**src/rtl/ctl_serial_pkg.sv**
```systemverilog
package ctl_serial_pkg;
   localparam int MODE_W = 7;

   typedef struct packed {
      logic test_a;
      logic test_b;
      logic rate_slow;
      logic boost;
      logic fs_a;
      logic fs_b;
      logic deemph;
   } mode_flags_t;
endpackage

```
**src/rtl/ser_edge_sync.sv**
```systemverilog
module ser_edge_sync #(
   parameter int STAGES = 2
) (
   input  logic clk,
   input  logic rst_n,
   input  logic async_in,
   output logic level,
   output logic rise
);
   if (STAGES < 2) begin : g_bad_stages
      $error("ser_edge_sync: STAGES must be at least 2");
   end

   logic [STAGES-1:0] chain;
   logic              prev;

   for (genvar i = 0; i < STAGES; i++) begin : g_stage
      if (i == 0) begin : g_first
         always_ff @(posedge clk or negedge rst_n)
            if (!rst_n) chain[0] <= 1'b0;
            else        chain[0] <= async_in;
      end else begin : g_next
         always_ff @(posedge clk or negedge rst_n)
            if (!rst_n) chain[i] <= 1'b0;
            else        chain[i] <= chain[i-1];
      end
   end

   always_ff @(posedge clk or negedge rst_n)
      if (!rst_n) prev <= 1'b0;
      else        prev <= chain[STAGES-1];

   assign level = chain[STAGES-1];
   assign rise  = chain[STAGES-1] & ~prev;
endmodule

```
**src/rtl/ser_shift_in.sv**
```systemverilog
module ser_shift_in #(
   parameter int WORD_W = 12
) (
   input  logic              clk,
   input  logic              rst_n,
   input  logic              shift_en,
   input  logic              bit_in,
   output logic [WORD_W-1:0] word
);
   always_ff @(posedge clk or negedge rst_n)
      if (!rst_n)        word <= '0;
      else if (shift_en) word <= {word[WORD_W-2:0], bit_in};
endmodule

```
**src/rtl/ser_reg_bank.sv**
```systemverilog
module ser_reg_bank
   import ctl_serial_pkg::*;
#(
   parameter int          WORD_W    = 12,
   parameter int          ATT_W     = 11,
   parameter logic [10:0] ATT_UNITY = 11'h400
) (
   input  logic              clk,
   input  logic              rst_n,
   input  logic              load,
   input  logic [WORD_W-1:0] word,
   output logic [ATT_W-1:0]  atten_q,
   output mode_flags_t       flags_q
);
   localparam int SEL_BIT = WORD_W - 1;

   wire to_mode = word[SEL_BIT];

   always_ff @(posedge clk or negedge rst_n)
      if (!rst_n)                 atten_q <= ATT_W'(ATT_UNITY);
      else if (load && !to_mode)  atten_q <= word[ATT_W-1:0];

   always_ff @(posedge clk or negedge rst_n)
      if (!rst_n)                 flags_q <= '0;
      else if (load && to_mode)   flags_q <= mode_flags_t'(word[MODE_W-1:0]);
endmodule

```
**src/rtl/ctl_serial_regs.sv**
```systemverilog
module ctl_serial_regs
   import ctl_serial_pkg::*;
#(
   parameter int          WORD_W      = 12,
   parameter int          ATT_W       = 11,
   parameter int          SYNC_STAGES = 2,
   parameter logic [10:0] ATT_UNITY   = 11'h400
) (
   input  logic             clk,
   input  logic             rst_n,
   input  logic             host_sel,
   input  logic             ser_data,
   input  logic             ser_clk,
   input  logic             ser_latch,
   input  logic             pin_deemph_en,
   input  logic             pin_fs_a,
   input  logic             pin_fs_b,
   output logic [ATT_W-1:0] atten_level,
   output logic             test_sel_a,
   output logic             test_sel_b,
   output logic             rate_chk_slow,
   output logic             gain_boost,
   output logic             fs_sel_a,
   output logic             fs_sel_b,
   output logic             deemph_en
);
   if (ATT_W != WORD_W - 1) begin : g_bad_att
      $error("ctl_serial_regs: ATT_W must equal WORD_W-1");
   end
   if (WORD_W < MODE_W + 1) begin : g_bad_word
      $error("ctl_serial_regs: WORD_W too small for mode flags");
   end

   logic              data_s, data_rise_unused;
   logic              clk_s, clk_rise;
   logic              lat_s, latch_rise;
   logic [WORD_W-1:0] shift_word;
   logic [ATT_W-1:0]  atten_q;
   mode_flags_t       flags_q;

   ser_edge_sync #(.STAGES(SYNC_STAGES)) u_sync_data (
      .clk(clk), .rst_n(rst_n), .async_in(ser_data),
      .level(data_s), .rise(data_rise_unused));
   ser_edge_sync #(.STAGES(SYNC_STAGES)) u_sync_clk (
      .clk(clk), .rst_n(rst_n), .async_in(ser_clk),
      .level(clk_s), .rise(clk_rise));
   ser_edge_sync #(.STAGES(SYNC_STAGES)) u_sync_lat (
      .clk(clk), .rst_n(rst_n), .async_in(ser_latch),
      .level(lat_s), .rise(latch_rise));

   ser_shift_in #(.WORD_W(WORD_W)) u_shift (
      .clk(clk), .rst_n(rst_n), .shift_en(clk_rise),
      .bit_in(data_s), .word(shift_word));

   ser_reg_bank #(.WORD_W(WORD_W), .ATT_W(ATT_W), .ATT_UNITY(ATT_UNITY)) u_bank (
      .clk(clk), .rst_n(rst_n), .load(latch_rise),
      .word(shift_word), .atten_q(atten_q), .flags_q(flags_q));

   always_comb begin
      test_sel_a    = flags_q.test_a;
      test_sel_b    = flags_q.test_b;
      rate_chk_slow = flags_q.rate_slow;
      gain_boost    = flags_q.boost;
      if (host_sel) begin
         atten_level = atten_q;
         deemph_en   = flags_q.deemph;
         fs_sel_a    = flags_q.fs_a;
         fs_sel_b    = flags_q.fs_b;
      end else begin
         atten_level = ATT_W'(ATT_UNITY);
         deemph_en   = pin_deemph_en;
         fs_sel_a    = pin_fs_a;
         fs_sel_b    = pin_fs_b;
      end
   end

   wire unused_ok = &{1'b0, clk_s, lat_s, data_rise_unused};
endmodule

```
**config.mk**
```make
export PLATFORM = sky130hd
export DESIGN_NAME = ctl_serial_regs
export DESIGN_NICKNAME = d
export VERILOG_FILES = /design/src/rtl/ctl_serial_pkg.sv /design/src/rtl/ser_edge_sync.sv /design/src/rtl/ser_shift_in.sv /design/src/rtl/ser_reg_bank.sv /design/src/rtl/ctl_serial_regs.sv
export SDC_FILE = /design/constraint.sdc
export NUM_CORES = 1
export LEC_CHECK = 0
export CELL_PAD_IN_SITES_DETAIL_PLACEMENT = 0
export CELL_PAD_IN_SITES_GLOBAL_PLACEMENT = 1
export CORE_MARGIN = 10
export CORE_UTILIZATION = 42
export DETAILED_ROUTE_END_ITERATION = 12
export PLACE_DENSITY = 0.8
export SLEW_MARGIN = 30
export SYNTH_ARGS = -nofsm -noshare
export SYNTH_HDL_FRONTEND = slang
export SYNTH_SLANG_ARGS = --single-unit
```
**constraint.sdc**
```tcl
create_clock -name clk -period 1.35 [get_ports clk]
set_input_delay 0.27 -clock clk [delete_from_list [all_inputs] [get_ports clk]]
set_output_delay 0.27 -clock clk [all_outputs]
set_load 0.02 [all_outputs]
```
# Word level (Yosys, flattened, before mapping)
# Cells that the tools add are included.
# op_classes
bitwise,4
reduce_logical,3
mux,4
# op_table
op,count
two-way mux 11 bit,1
two-way mux 1 bit,3
AND 1 bit,2
logical AND 1 bit,2
inverter 1 bit,2
zero test 1 bit,1
# totals
in_bits,9
reg_bits,38

# Logic depth before layout (Yosys ltp)
# Gate-level depths: netlist (run 1).
# logic_depth
word_depth,3
mapped_depth,3
mapped_depth_nobuf,2

# Cells and area by module
# A second synthesis (run 1) with hierarchy kept.
# unflattened
cells_unflattened,91
hier_area_um2,1592.8
# by_module_without_submodules
module,instances,seq_area_each_um2,cells_per_inst,area_each_um2
ser_reg_bank,1,451.7,39,732.0
ser_shift_in,1,300.3,25,484.2
ser_edge_sync,3,75.1,4,88.8
ctl_serial_regs,1,0.0,15,110.1

# Worst setup path after synthesis (run 1)
# Ideal clock, no wire load.
# synth_path
kind,register to register
from,reg u_shift.word[11]
to,reg u_bank.atten_q[0]
path_stages_with_launch,4
arrival_time_ns,1.080
path_buffers,1
slack_ns,0.145
path_cell_list,dfrtp_1 nor3b_2 buf_6 mux2_2
# synth_via
elab_chain_cells,2
# synth_lines
element,line_no,source
start: declaration,ser_shift_in.sv:8,output logic [WORD_W-1:0] word
start signal: assignment,ser_shift_in.sv:12,"else if (shift_en) word <= {word[WORD_W-2:0], bit_in};"
zero test 1 bit,ser_reg_bank.sv:21,else if (load && !to_mode) atten_q <= word[ATT_W-1:0];
logical AND 1 bit,ser_reg_bank.sv:21,
end signal: assignment,ser_reg_bank.sv:20,if (!rst_n) atten_q <= ATT_W'(ATT_UNITY);
end signal: assignment,ser_reg_bank.sv:21,
end: declaration,ser_reg_bank.sv:12,"output logic [ATT_W-1:0] atten_q,"
# Every way passes these cells.
# A chain may end at the register's enable or synchronous reset.

# Worst setup path after layout (run 1)
# layout_path
from,"reg, netlist name u_bank.flags_q[0]"
to,out deemph_en
# layout_via
elab_chain_cells,1
# layout_lines
element,line_no,source
two-way mux 1 bit,ctl_serial_regs.sv:64,if (host_sel) begin
end: declaration,ctl_serial_regs.sv:25,output logic deemph_en
# Every way passes these cells.

==> results of run 1 <==
-- power by group through the flow --
stage                     combinational (mW)  clock, mW  sequential [mW]
after floorplan                        0.678          0             1.78
after global placement                  1.13          0             1.79
after detailed placement                1.15          0             1.81
after CTS                               1.11      0.627             1.78
final                                   1.16      0.592             1.78
after global routing                    1.25      0.678             1.85
-- routing by layer --
metal | GRT usage | vias up | routed length [microns]
li1 | - | 377 | -
met3 | 0.0484 | 4 | 197
met1 | 0.102 | 397 | 1060
met2 | 0.132 | 23 | 1220
met4 | 0.0323 | 0 | 24
met5 | 0 | - | 0
-- cells in the final DEF, fill, tap and decap left out --
master and n:
dfrtp_1 37, mux2_2 30, buf_6 10, and2_1 7
clkdlybuf4s50_1 6, buf_2 6, clkbuf_4 5, and2_4 3
mux2_4 3, clkdlybuf4s15_1 2, buf_12 2, buf_4 2
nand2b_4 1, nor3b_2 1, nor2b_2 1, nand3b_2 1
clkbuf_8 1, clkinv_2 1, clkbuf_1 1, dlygate4sd3_1 1
clkdlybuf4s15_2 1, clkbuf_2 1, dlygate4sd2_1 1, dfstp_2 1
-- worst min path at each step --
stage,endpoint,start,cells past startpoint,slack [ns]
after floorplan,u_bank.atten_q[0]$_DFFE_PN0P_,rst_n,0,-0.03
after global placement,u_sync_lat.prev$_DFF_PN0_,rst_n,1,0.17
after detailed placement,u_sync_lat.prev$_DFF_PN0_,rst_n,1,0.18
after CTS,u_sync_lat.prev$_DFF_PN0_,rst_n,2,0.32
after global routing,u_sync_lat.chain[0]$_DFF_PN0_,ser_latch,1,0.33
final,u_sync_lat.prev$_DFF_PN0_,rst_n,2,0.34
-- kinds of logic after synthesis --
family / share of synthesized area
buf+inv: 0.0181
flops: 0.656
simple gates: 0.0698
mux: 0.256
-- metrics by stage --
step | instances | instance area [sq um] | util
final | 171 | 1880 | 0.564
after global routing | 171 | 1880 | 0.564
after CTS | 171 | 1840 | 0.553
after detailed placement | 161 | 1790 | 0.537
after global placement | 161 | 1790 | 0.537
after floorplan | 88 | 1450 | -
-- registers in the layout, indices dropped and copies added, names as in the netlist --
name / cells
u_shift.word: 12
u_bank.atten_q: 11
u_bank.flags_q: 7
u_sync_clk.chain: 1
u_sync_clk.level: 1
u_sync_clk.prev: 1
u_sync_data.chain: 1
u_sync_data.level: 1
u_sync_lat.chain: 1
u_sync_lat.level: 1
u_sync_lat.prev: 1
-- synth_stat cells, drive strengths merged --
| master | number |
|---|---|
| dfrtp | 37 |
| mux2 | 33 |
| and2 | 10 |
| buf | 2 |
| clkbuf | 1 |
| dfstp | 1 |
| nand2b | 1 |
| nand3b | 1 |
| nor2b | 1 |
| nor3b | 1 |
-- worst register-to-register path: stages (launching register included) --
cell	delay, ns
dfrtp_1	0.43
nor3b_2	0.16
buf_4	0.22
mux2_2	0.35
-- cell type report --
class	count	area [sq um]	share of cell area
clock buffers	7	55.1	0.0293
clock inverters	1	5.00	0.00266
multi-input cells	47	499	0.265
flip-flops and latches	38	952	0.506
well taps	46	57.6	0.0306
repair buffers	32	313	0.166
-- repair_timing --
action / 4_1_cts / 5_1_grt
setup endpoints to repair: 18 / 12
resized for setup: 76 / 17
endpoints found under the hold margin: 11 / 0
hold buffers: 1 / 0
buffers inserted: 1 / 0
==> flow_metrics.env, run 1 <==
export IMPL_finalPower_mw=3.53
export IMPL_ctsLongestPathBuffers=2
export IMPL_min_period_over_period=1.04
export IMPL_slew_viol_final=0
export IMPL_drt_wirelength_per_cell_microns=14.7
export IMPL_vias_in_the_first_global_route=875
export IMPL_failed_checks="setup timing"
export IMPL_crit_fanout=2
export IMPL_final_hold_worst_slack_ns=0.338
export IMPL_drt_pass1_iter_count=2
export IMPL_clkPwrFrac=0.167
export IMPL_worst_setup_hold_path_clk_slew_ns=0.11
export IMPL_first_iter_violations=18
export IMPL_min_period_ns=1.40
export IMPL_max_clock_freq_mhz=714
export IMPL_wirelength_microns=2510
export IMPL_setup_tns_final_ns=-0.154
export IMPL_post_route_drc_count=0
export IMPL_r2r_slack_ns=0.08
export IMPL_timing_critical_path_to_type="primary output"
export IMPL_pwr_density_cell_nw_per_um2=1880
export IMPL_crit_cells=2
export IMPL_fillCellCount=282
export IMPL_power_leakage_nw=0.875
export IMPL_yosys_area_top_type="dfrtp_1"
export IMPL_switching_share_of_total_power=0.295
export IMPL_grt_overflow=0
export IMPL_fp_dieArea_sq_um=6210
export IMPL_status="finished, violations left"
export IMPL_fp_dieW_microns=78.8
export IMPL_internal_power_mw=2.49
export IMPL_synthesized_netlist_cell_count=88
export IMPL_final_antenna_net_count=0
export IMPL_critical_path_reg2reg_startpoint="u_shift.word[11]$_DFFE_PN0P_"
export IMPL_finalHoldViolCount=0
export IMPL_endpoint="deemph_en"
export IMPL_seq_power_share=0.504
export IMPL_io_pin_count=27
export IMPL_ys_seq_area_frac=0.656
export IMPL_placement_io_buffers=26
export IMPL_cap_viol_max_count=0
export IMPL_crit_path_max_incr_delay_ns=0.40
export IMPL_cp_arrival_ns=1.13
export IMPL_yosys_register_bits=38
export IMPL_startpoint="u_bank.flags_q[0]$_DFFE_PN0P_"
export IMPL_path_delay_family="flip-flops"
export IMPL_synthTopCellsByArea="dfrtp_1 64%, mux2_2 26%, and2_1 4.3%, dfstp_2 1.8%, buf_6 1.6%"
export IMPL_crit_required_ns=1.08
export IMPL_crit_path_top_delay_cell="dfrtp_1"
export IMPL_timing_setup_critical_path_class="flop to primary output"
export IMPL_rr_endpoint="u_bank.atten_q[5]$_DFFE_PN0P_"
export IMPL_critical_path_n_buffers_inverters=1
export IMPL_core_area_sq_um=3340
export IMPL_insertion_delay_of_the_later_clocked_pin_in_the_worst_skew_pair_ns=0.34
export IMPL_synthesis_yosys_warnings=0
export IMPL_grt_antenna_before_repair=0
export IMPL_hp_class="input pin to asynchronous set/reset pin"
export IMPL_maximum_number_of_pins_on_one_net_before_global_route_repair=28
export IMPL_post_synth_top_area_fraction=0.638
export IMPL_vias_per_cell=4.68
export IMPL_cts_max_level=2
export IMPL_ctsRootBufferMaster="clkbuf_4"
export IMPL_dr_total_vias=801
export IMPL_cts_tree="built"
export IMPL_mean_cell_area_of_the_mapped_netlist_sq_um=16.5
export IMPL_share_of_post_route_cells_with_drive_strength_above_1=0.560
export IMPL_fin_ws_ns=-0.0503
export IMPL_crit_path_cell_trace="mux2_4, buf_6"
export IMPL_worst_ir_drop_vdd_mv=0.811
export IMPL_gp_routability_congestion=0.668
export IMPL_antenna_cells=0
export IMPL_rsz0062_at_grt="true"
export IMPL_syn_num_nets=97
export IMPL_grtUsageTotal=0.0876
export IMPL_floorplan_rows=21
export IMPL_initial_core_utilization=0.435
export IMPL_clock_skew_final_ns=0.0112
export IMPL_yosysUniqueCellTypes=10
export IMPL_grt_first_pass_wirelength_microns=4260
export IMPL_syn_area_sq_um=1450
export IMPL_place_hpwl_microns=1790
export IMPL_combPwrFrac=0.328
export IMPL_tritoncts_num_buffers=5
export IMPL_worst_slew_pin_transition_ns=0.303
export IMPL_nets=133
export IMPL_startpoint_type="flop"
export IMPL_slew_headroom=0.798
export IMPL_fp_dieH_microns=78.8
export IMPL_p_switching_mw=1.04
export IMPL_number_of_failing_setup_endpoints_in_the_final_timing_report=4
export IMPL_synthToLayoutAreaGrowth_pct=29.7
export IMPL_dp_slack_ns=-0.710
export IMPL_worst_r2r_cell_count=3
export IMPL_cts_sinks=38
Note: power is estimated with default switching activity, not from simulation.
==> run 2, diff against run 1 <==
--- a/config.mk
+++ b/config.mk
@@ -5,12 +5,13 @@
 export SDC_FILE = /design/constraint.sdc
 export NUM_CORES = 1
 export LEC_CHECK = 0
+export ABC_AREA = 1
 export CELL_PAD_IN_SITES_DETAIL_PLACEMENT = 0
 export CELL_PAD_IN_SITES_GLOBAL_PLACEMENT = 1
 export CORE_MARGIN = 10
-export CORE_UTILIZATION = 42
+export CORE_UTILIZATION = 39
 export DETAILED_ROUTE_END_ITERATION = 12
-export PLACE_DENSITY = 0.8
+export PLACE_DENSITY = 0.81
 export SLEW_MARGIN = 30
 export SYNTH_ARGS = -nofsm -noshare
 export SYNTH_HDL_FRONTEND = slang
==> constraint.sdc (replaced) <==
create_clock -name clk -period 1.34 [get_ports clk]
set_input_delay 0.268 -clock clk [delete_from_list [all_inputs] [get_ports clk]]
set_output_delay 0.268 -clock clk [all_outputs]
set_load 0.02 [all_outputs]
==> run 2 against run 1 <==
  * Register-to-register slack improved by 0.16 ns
  * Die area increased by 14%
  * Setup slack improved by 0.092 ns
  * Synthesized cell count increased by 100%
  * Combinational power decreased by 48%
  * The flow now finishes without violations
  * Hold slack improved by 0.0024 ns
  * Wire length increased by 33%
  * Critical path depth increased by 1
  * Sequential power decreased by 15%
  * Final area increased by 5.7%
  * Critical path type unchanged
  * Synthesized area increased by 11%
  * Largest cell class unchanged
  * Sequential cell count unchanged
==> flow_metrics.env, run 2 <==
export IMPL_place_hpwl_microns=2310
export IMPL_synthesis_yosys_warnings=0
export IMPL_synth_edff_count=0
export IMPL_top_layer_used="met4"
export IMPL_slew_headroom=0.739
export IMPL_detailed_route_wirelength_on_metal2_microns=1610
export IMPL_tritoncts_num_buffers=5
export IMPL_floorplan_rows=23
export IMPL_core_area_sq_um=4000
export IMPL_vias_in_the_first_global_route=1281
export IMPL_maximum_number_of_pins_on_one_net_before_global_route_repair=39
export IMPL_status="complete, no violations"
export IMPL_synthToLayoutAreaGrowth_pct=24.0
export IMPL_crit_path_cell_trace="inv_2, nand2_1, buf_6"
export IMPL_crit_required_ns=1.07
export IMPL_insertion_delay_of_the_later_clocked_pin_in_the_worst_skew_pair_ns=0.29
export IMPL_cp_arrival_ns=1.03
export IMPL_path_delay_family="flip-flops"
export IMPL_startpoint_type="flop"
export IMPL_final_hold_worst_slack_ns=0.340
export IMPL_dr_total_vias=1253
export IMPL_fp_dieArea_sq_um=7080
export IMPL_timing_critical_path_to_type="primary output"
export IMPL_mean_cell_area_of_the_mapped_netlist_sq_um=9.06
export IMPL_fp_dieW_microns=84.1
export IMPL_ys_seq_area_frac=0.594
export IMPL_routed_wl_met3_microns=217
export IMPL_critical_path_n_buffers_inverters=2
export IMPL_cts_sinks=38
export IMPL_grt_antenna_before_repair=0
export IMPL_post_route_drc_count=0
export IMPL_grt_overflow=0
export IMPL_min_period_ns=1.30
export IMPL_final_antenna_net_count=0
export IMPL_yosysUniqueCellTypes=13
export IMPL_finalHoldViolCount=0
export IMPL_finalPower_mw=2.91
export IMPL_crit_path_max_incr_delay_ns=0.54
export IMPL_ctsRootBufferMaster="clkbuf_8"
export IMPL_power_leakage_nw=1.16
export IMPL_cts_max_level=2
export IMPL_ys_async_sr_fraction=1.00
export IMPL_top_regs="u_shift.word (12), u_bank.atten_q (11), u_bank.flags_q (7)"
export IMPL_top_register="u_shift.word"
export IMPL_max_clock_freq_mhz=770
export IMPL_dp_slack_ns=-0.603
export IMPL_synthTopCellsByArea="dfrtp_1 58%, nand2_1 18%, nand4_1 7.0%, nand3_1 3.7%, buf_6 3.5%"
export IMPL_crit_fanout=2
export IMPL_largest_family_of_logic_cells_by_synthesized_area="simple AND/OR/NAND/NOR gates"
export IMPL_min_period_over_period=0.969
export IMPL_met1Wirelength_microns=1480
export IMPL_placement_io_buffers=26
export IMPL_rsz0062_at_grt="true"
export IMPL_setup_tns_final_ns=0
export IMPL_antenna_cells=0
export IMPL_hp_class="input pin to asynchronous set/reset pin"
export IMPL_timing_setup_critical_path_class="flop to primary output"
export IMPL_final_common_cell="nand2_1"
export IMPL_worst_setup_hold_path_clk_slew_ns=0.07
export IMPL_cap_viol_max_count=0
export IMPL_share_of_post_route_cells_with_drive_strength_above_1=0.198
export IMPL_simple_gate_share_of_the_synthesized_area=0.296
export IMPL_yosys_area_share_adder=0
export IMPL_number_of_failing_setup_endpoints_in_the_final_timing_report=0
export IMPL_ys_top_cells_by_count="75 x nand2_1, 37 x dfrtp_1, 18 x nand4_1, 15 x inv_1, 12 x nand3_1"
export IMPL_yosys_area_top_type="dfrtp_1"
export IMPL_fin_ws_ns=0.0413
export IMPL_synthesized_netlist_cell_count=177
export IMPL_flip_flop_count_of_the_largest_register_after_layout=12
export IMPL_yosys_register_bits=38
export IMPL_post_synth_top_area_fraction=0.577
export IMPL_synth_xor_area_frac=0
export IMPL_grt_first_pass_wirelength_microns=6100
export IMPL_fp_dieH_microns=84.1
export IMPL_first_iter_violations=68
export IMPL_nets=220
export IMPL_initial_core_utilization=0.401
export IMPL_slew_viol_final=0
export IMPL_worst_slew_pin_transition_ns=0.390
export IMPL_pwr_density_cell_nw_per_um2=1460
export IMPL_io_pin_count=27
export IMPL_final_cell_mix="75 x nand2_1, 37 x dfrtp_1, 18 x nand4_1"
export IMPL_crit_path_top_delay_cell="dfstp_2"
export IMPL_synth_most_common_cell="nand2_1"
export IMPL_worst_ir_drop_vdd_mv=0.658
export IMPL_cts_hold_buffers=0
export IMPL_clock_skew_final_ns=0.00516
export IMPL_drt_pass1_iter_count=4
export IMPL_grtUsageTotal=0.104
export IMPL_ctsLongestPathBuffers=2
export IMPL_post_synth_mux_area_share=0
export IMPL_syn_area_sq_um=1600
export IMPL_gp_routability_congestion=0.736
export IMPL_cts_tree="built"
export IMPL_synth_compound_area_frac=0.00936
export IMPL_synth_main_ff_cell="dfrtp_1"
export IMPL_drt_wirelength_per_cell_microns=12.7
export IMPL_vias_per_cell=4.78
export IMPL_syn_num_nets=186
export IMPL_wirelength_microns=3340
-- run 2: worst reg2reg max path, delay by kind of cell, from the launching register on --
| family | cells | cell delay, ns |
|---|---|---|
| buf+inv | 1 | 0.10 |
| flops | 1 | 0.52 |
| simple gates | 3 | 0.38 |
-- run 2: metal layers --
| layer | up-vias | GRT usage |
|---|---|---|
| li1 | 628 | - |
| met1 | 596 | 0.125 |
| met2 | 25 | 0.160 |
| met3 | 4 | 0.0386 |
| met4 | 0 | 0.0457 |
| met5 | - | 0 |
-- run 2: per-stage QoR --
stage / area (sq um) / utilization / cells
3_5_place_dp: 1930 / 0.481 / 252
5_1_grt: 1990 / 0.497 / 262
6_report: 1990 / 0.497 / 262
4_1_cts: 1960 / 0.489 / 261
3_3_place_gp: 1930 / 0.481 / 252
2_1_floorplan: 1600 / - / 177
-- run 2: repair_timing --
action | CTS | global route
setup buffers | 0 | 1
cloned | 1 | 0
pin swaps | 0 | 1
setup endpoints to repair | 18 | 4
resized for setup | 71 | 9
hold endpoints to repair | 0 | 0
-- run 2: kinds of logic (layout without fill, tap and decap cells) --
family	after synthesis	in the layout
flip-flops	38	38
buffers and inverters	29	64
AND/OR/NAND/NOR	107	107
AO/OA/AOI/OAI	3	3
-- run 2: worst paths after layout --
path	from	endpoint	cells after the start	slack [ns]
max	u_bank.atten_q[10]$_DFFE_PN1P_	atten_level[10]	3	0.04
max in group asynchronous	rst_n	u_bank.atten_q[10]$_DFFE_PN1P_	2	0.73
min in group clk	u_sync_clk.chain[0]$_DFF_PN0_	u_sync_clk.level$_DFF_PN0_	0	0.35
min reg2reg	u_sync_clk.chain[0]$_DFF_PN0_	u_sync_clk.level$_DFF_PN0_	0	0.35
min	rst_n	u_shift.word[5]$_DFFE_PN0P_	2	0.34
max reg2reg	u_shift.word[11]$_DFFE_PN0P_	u_bank.atten_q[6]$_DFFE_PN0P_	4	0.24
-- run 2: final cells by class --
| type | instances | area, sq um |
|---|---|---|
| fillers | 395 | 2010 |
| flip-flops and latches | 38 | 952 |
| multi-input cells | 110 | 497 |
| repair buffers | 39 | 320 |
| clock buffers | 7 | 86.3 |
| inverters | 17 | 66.3 |
| well taps | 50 | 62.6 |
| clock inverters | 1 | 5.00 |
-- run 2: report_power, final --
part	leakage, nW	internal [mW]	total [mW]	switching, mW
sequential	0.493	1.35	1.51	0.162
combinational	0.620	0.260	0.604	0.344
clock	0.0482	0.415	0.794	0.380
total	1.16	2.02	2.91	0.886
